[src/rtl/irq_scan_pkg.sv]
package irq_scan_pkg;
    localparam int STATUS_W    = 64;
    localparam int NUM_MASTERS = 3;
    localparam int LOW_LINES   = 32;
    localparam int HIGH_LINES  = 64;
    localparam int PARENT_BASE = 19;
    localparam int LVL1_BITS   = 8;
    localparam int ENC_W       = 16;
    localparam int SYS_W       = 8;
    localparam int LVL2_W      = ENC_W - LVL1_BITS;
    localparam int REL_W       = $clog2(STATUS_W);
    localparam int MIDX_W      = $clog2(NUM_MASTERS + 1);

    typedef struct packed {
        logic                busy;
        logic [STATUS_W-1:0] pend;
        logic [MIDX_W-1:0]   midx;
        logic                done;
    } scan_state_t;

    function automatic int master_lines(input logic [MIDX_W-1:0] m);
        return (m == '0) ? LOW_LINES : HIGH_LINES;
    endfunction

    function automatic int master_base(input logic [MIDX_W-1:0] m);
        return (m == '0) ? 0 : LOW_LINES + (int'(m) - 1) * HIGH_LINES;
    endfunction

    function automatic int parent_line(input logic [MIDX_W-1:0] m);
        return PARENT_BASE + int'(m);
    endfunction

    function automatic logic [STATUS_W-1:0] lines_mask(input logic [MIDX_W-1:0] m);
        logic [STATUS_W-1:0] r;
        int n;
        n = master_lines(m);
        for (int b = 0; b < STATUS_W; b++) r[b] = (b < n);
        return r;
    endfunction
endpackage

[src/rtl/irq_scan_lsb.sv]
module irq_scan_lsb #(
    parameter int W   = 64,
    parameter int IDX = $clog2(W)
) (
    input  logic [W-1:0]   vec_i,
    output logic [IDX-1:0] idx_o,
    output logic [W-1:0]   onehot_o
);
    // Isolate the lowest set bit.
    assign onehot_o = vec_i & (~vec_i + W'(1));

    always_comb begin
        idx_o = '0;
        for (int b = W - 1; b >= 0; b--) begin
            if (vec_i[b]) idx_o = IDX'(b);
        end
    end
endmodule

[src/rtl/irq_scan_idgen.sv]
module irq_scan_idgen
    import irq_scan_pkg::*;
(
    input  logic [MIDX_W-1:0] midx_i,
    input  logic [REL_W-1:0]  rel_i,
    output logic [SYS_W-1:0]  sys_o,
    output logic [ENC_W-1:0]  enc_o
);
    always_comb begin
        sys_o = SYS_W'(master_base(midx_i) + int'(rel_i));
        enc_o = {LVL2_W'(int'(rel_i) + 1), LVL1_BITS'(parent_line(midx_i))};
    end
endmodule

[src/rtl/irq_scan_encoder.sv]
module irq_scan_encoder
    import irq_scan_pkg::*;
(
    input  logic                clk,
    input  logic                rst_n,
    input  logic                start_i,
    input  logic [MIDX_W-1:0]   master_i,
    input  logic [STATUS_W-1:0] status_i,
    output logic                out_valid_o,
    input  logic                out_ready_i,
    output logic [SYS_W-1:0]    sys_id_o,
    output logic [ENC_W-1:0]    enc_id_o,
    output logic                done_o
);
    scan_state_t         st_d, st_q;
    logic [REL_W-1:0]    low_idx;
    logic [STATUS_W-1:0] low_onehot;
    logic [STATUS_W-1:0] masked;

    irq_scan_lsb #(.W(STATUS_W), .IDX(REL_W)) u_lsb (
        .vec_i    (st_q.pend),
        .idx_o    (low_idx),
        .onehot_o (low_onehot)
    );

    irq_scan_idgen u_idgen (
        .midx_i (st_q.midx),
        .rel_i  (low_idx),
        .sys_o  (sys_id_o),
        .enc_o  (enc_id_o)
    );

    always_comb begin
        st_d      = st_q;
        st_d.done = 1'b0;
        masked    = status_i & lines_mask(master_i);
        if (!st_q.busy) begin
            if (start_i && int'(master_i) < NUM_MASTERS) begin
                st_d.midx = master_i;
                st_d.pend = masked;
                st_d.busy = |masked;
                st_d.done = ~|masked;
            end
        end else if (out_ready_i) begin
            st_d.pend = st_q.pend & ~low_onehot;
            if (~|st_d.pend) begin
                st_d.busy = 1'b0;
                st_d.done = 1'b1;
            end
        end
    end

    always_ff @(posedge clk or negedge rst_n) begin
        if (!rst_n) st_q <= '0;
        else        st_q <= st_d;
    end

    assign out_valid_o = st_q.busy;
    assign done_o      = st_q.done;
endmodule

[config.mk]
export PLATFORM = sky130hd
export DESIGN_NAME = irq_scan_encoder
export DESIGN_NICKNAME = d
export VERILOG_FILES = /design/src/rtl/irq_scan_pkg.sv /design/src/rtl/irq_scan_lsb.sv /design/src/rtl/irq_scan_idgen.sv /design/src/rtl/irq_scan_encoder.sv
export SDC_FILE = /design/constraint.sdc
export NUM_CORES = 1
export LEC_CHECK = 0
export BUFFER_PORTS_ARGS = -buffer_cell sky130_fd_sc_hd__clkbuf_2
export CAP_MARGIN = 10
export CORE_ASPECT_RATIO = 0.75
export CORE_MARGIN = 3
export CORE_UTILIZATION = 44
export CTS_CLUSTER_DIAMETER = 80
export DETAILED_ROUTE_END_ITERATION = 12
export GPL_ROUTABILITY_DRIVEN = 1
export MAX_ROUTING_LAYER = met4
export PLACE_DENSITY = 0.74
export SETUP_SLACK_MARGIN = 0.4
export SYNTH_ARGS = -nofsm -noshare
export SYNTH_HDL_FRONTEND = slang
export SYNTH_HIERARCHICAL = 1
export SYNTH_SLANG_ARGS = --single-unit
[constraint.sdc]
create_clock -name clk -period 3.25 [get_ports clk]
set_input_delay 0.4875 -clock clk [delete_from_list [all_inputs] [get_ports clk]]
set_output_delay 0.4875 -clock clk [all_outputs]
set_load 0.05 [all_outputs]
==> flow_metrics.py <==
metrics = {
    "global_routing": {
        "grt_pass1_wl_um": 37000,
        "grt_start_max_net_pins": 41,
        "antenna_found_initial": 1,
        "grt.overflow.total": 0,
        "grtUsageTotal": 0.3899,
        "grt_pass1_vias": 6325,
    },
    "sta": {
        "final-hold-violation-count": 0,
        "fin_skew_ns": 0.01019,
        "period_needed_ns": 3.559,
        "slew_headroom": 0.3477,
        "whs_ns": 0.2537,
        "grt_setup_unrepaired": "yes",
        "slew_viol_final": 0,
        "setup_ws_ns": -0.3086,
        "post-route-period-util": 1.095,
        "setup_viol_count_final": 9,
        "tightest_slew_ns": 0.9761,
        "fin_tns_setup_ns": -1.828,
        "clock.fmax_mhz": 281.0,
    },
    "yosys": {
        "synth-async-reset-ratio": 1.000,
        "synth_area_leaders": "dfrtp_1 (33%), a22o_1 (11%), inv_1 (5.3%)",
        "synth_cell_types": 63,
        "yosysTopAreaCell": "dfrtp_1",
        "yosysTopAreaCellShare": 0.3320,
        "synth_top_flop_cell": "dfrtp_1",
        "syn_inst": 631,
        "synth_area_mm2": 0.005125,
        "synth_seq_cells": 68,
        "synth_edf_count": 0,
        "yosysSeqAreaShare": 0.3320,
        "yosysWarningCount": 6,
        "synth_area_per_cell_um2": 8.122,
    },
    "route": {
        "drt_iter0_drc": 822,
        "route.detailed.drc": 0,
        "wl_per_cell_um": 24.57,
        "ant_nets": 0,
        "dr_total_vias": 6692,
        "vias_per_cell": 6.529,
        "routed_wirelength_um": 25180,
        "drtPass1Iterations": 5,
    },
    "setup_path": {
        "cp-endpoint": "enc_id_o[10]",
        "startpoint_type": "flip-flop",
        "critical_path_class": "flip-flop to output pin",
        "r2r_slack_ns": -0.17,
        "r2r_start": "st_q[27]",
        "path_max_fanout": 3,
        "worstPathRequired_ns": 2.76,
        "rr_worst_depth": 14,
        "critPathCaptureType": "output pin",
        "crit_arrival_ns": 3.07,
        "startpoint": "st_q[15]",
        "rr_endpoint": "out_valid_o",
    },
    "layout": {
        "synthToLayoutAreaGrowth_pct": 61.01,
        "regArea_mm2": 0.001710,
        "multiInputGateArea_mm2": 0.003715,
        "drive_gt1_frac": 0.4491,
        "nFillCells": 836,
        "nNetsFinal": 956,
        "final_cells": 1025,
    },
    "clock_network": {
        "root_buffer": "clkbuf_16",
        "cts_sinks": 68,
        "clkLatencyLatePin_ns": 0.34,
        "path_clk_slew_ns": 0.06,
        "cts_tree": "done",
        "hold_buffers": 0,
        "cts_buffer_depth": 2,
        "h-tree-depth": 3,
        "cts_inserted_buffers": 9,
    },
    "floorplan": {
        "dieArea_mm2": 0.01299,
        "initial_core_util": 0.4597,
        "die_h_um": 99.47,
        "design.core.area_mm2": 0.01115,
        "chipWidth_um": 130.6,
        "rows": 33,
        "io_pins": 96,
    },
    "placement": {
        "gp_congestion": 1.044,
        "io_buffers": 89,
        "place_inst": 983,
        "place_hpwl_um": 18650,
    },
    "min_path": {
        "hold_class": "primary input to async pin",
    },
    "power_and_ir_drop": {
        "p_leak_nw": 3.757,
        "max-vdd-ir-drop_v": 0.0009714,
        "power.density_mw_per_mm2": 1018,
    },
    "job": {
        "drv_cap": 0,
    },
    "outcome": {
        "status": "complete, but fails checks",
        "violations": "negative setup slack",
    },
}
## how the worst min path moves through the flow
stage	cells after the start	endpoint	startpoint	slack [ns]
global placement	2	st_q[1]	st_q[1]	0.52
detailed placement	2	st_q[1]	st_q[1]	0.54
finish	1	st_q[63]	rst_n	0.25
floorplan	0	done_o	rst_n	0.19
global route	1	st_q[63]	rst_n	0.31
CTS	1	st_q[63]	rst_n	0.28
## what timing repair did
item	CTS	global route
cloned	0	0
setup endpoints to repair	17	17
buffers inserted	12	13
pin swaps	26	17
resized for setup	106	63
## cell type report
class | count | share of cell area
Multi-Input combinational cell | 461 | 0.4502
Timing Repair Buffer | 267 | 0.2541
Sequential cell | 68 | 0.2073
Inverter | 72 | 0.03306
Clock buffer | 10 | 0.02896
Tap cell | 140 | 0.02123
Clock inverter | 6 | 0.004852
Antenna cell | 1 | 0.0003033
## cells in the final DEF, fill, tap and decap left out, types with 8 or more instances in the layout
| master | Yosys | final |
|---|---|---|
| a21oi_1 | 46 | 41 |
| a22o_1 | 64 | 64 |
| and3_1 | 15 | 12 |
| buf_4 | 13 | 153 |
| buf_6 | 1 | 23 |
| buf_8 | 0 | 8 |
| clkbuf_16 | 0 | 14 |
| clkbuf_2 | 0 | 73 |
| dfrtp_1 | 68 | 61 |
| inv_1 | 72 | 71 |
| nand2_1 | 22 | 19 |
| nand2b_1 | 15 | 15 |
| nor2_1 | 47 | 41 |
| nor3_1 | 23 | 17 |
| nor4_1 | 37 | 22 |
| nor4_4 | 1 | 11 |
| o21ai_0 | 43 | 38 |
| o22ai_1 | 21 | 20 |
## state kept, by name (all words and copies together) (netlist names)
name / cells
done_o: 1
out_valid_o: 1
st_q: 66
## where the power goes
part / total (mW) / leakage (nW) / switching (mW) / internal, mW
combinational: 6.02 / 2.75 / 3.25 / 2.77
clock: 0.951 / 0.127 / 0.416 / 0.535
sequential: 1.42 / 0.880 / 0.325 / 1.10
## Yosys cell counts (3+ instances only)
| cell type | count |
|---|---|
| a211oi_1 | 3 |
| a21boi_0 | 3 |
| a21oi_1 | 46 |
| a22o_1 | 64 |
| a31oi_1 | 3 |
| and2_1 | 5 |
| and3_1 | 15 |
| and3_2 | 5 |
| and4b_1 | 6 |
| buf_1 | 5 |
| buf_4 | 13 |
| clkbuf_1 | 15 |
| dfrtp_1 | 68 |
| ha_1 | 7 |
| inv_1 | 72 |
| nand2_1 | 22 |
| nand2b_1 | 15 |
| nand3_1 | 7 |
| nand4_1 | 7 |
| nor2_1 | 47 |
| nor2b_1 | 3 |
| nor3_1 | 23 |
| nor3b_1 | 6 |
| nor4_1 | 37 |
| nor4b_1 | 7 |
| o2111ai_1 | 5 |
| o21ai_0 | 43 |
| o22ai_1 | 21 |
| or2_2 | 3 |
| or4_1 | 5 |
| xor2_1 | 3 |
## through the flow
step                area (um^2)  total power, mW    util  setup slack, ns
CTS                        7838            7.555  0.7030          -0.2655
global placement           6957            5.579  0.6240          -0.1783
global route               8252            8.697  0.7402          -0.3739
detailed placement         6957            5.645  0.6240          -0.2400
floorplan                  5336            3.926       -           0.1650
finish                     8252            8.400  0.7402          -0.3086
## kinds of logic (layout without fill, tap and decap cells)
logic type | Yosys count | after routing | share of synthesized area
compound gates | 208 | 208 | 0.2759
xor+xnor | 5 | 5 | 0.008546
fa+ha+maj | 7 | 7 | 0.01709
buf+inv | 106 | 355 | 0.08862
flops | 68 | 68 | 0.3320
other cells | 2 | 7 | 0.001465
simple gates | 235 | 235 | 0.2764
## critical path: stages (launching register included)
cell	delay [ns]
dfrtp_1	0.40
buf_6	0.13
or2_4	0.27
nor3_4	0.15
o311ai_4	0.15
nor3_4	0.26
o41ai_4	0.15
a2111oi_4	0.40
buf_4	0.21
ha_4	0.16
buf_6	0.11
xor2_4	0.16
buf_8	0.17
## per-layer routing
layer,track usage,up-vias,part of all wire
met5,-,-,0
met4,0.1067,0,0.024
met3,0.1218,64,0.14
met2,0.5245,503,0.42
met1,0.5637,3278,0.42
li1,-,2847,-
Power figures use the tool's default switching activity.
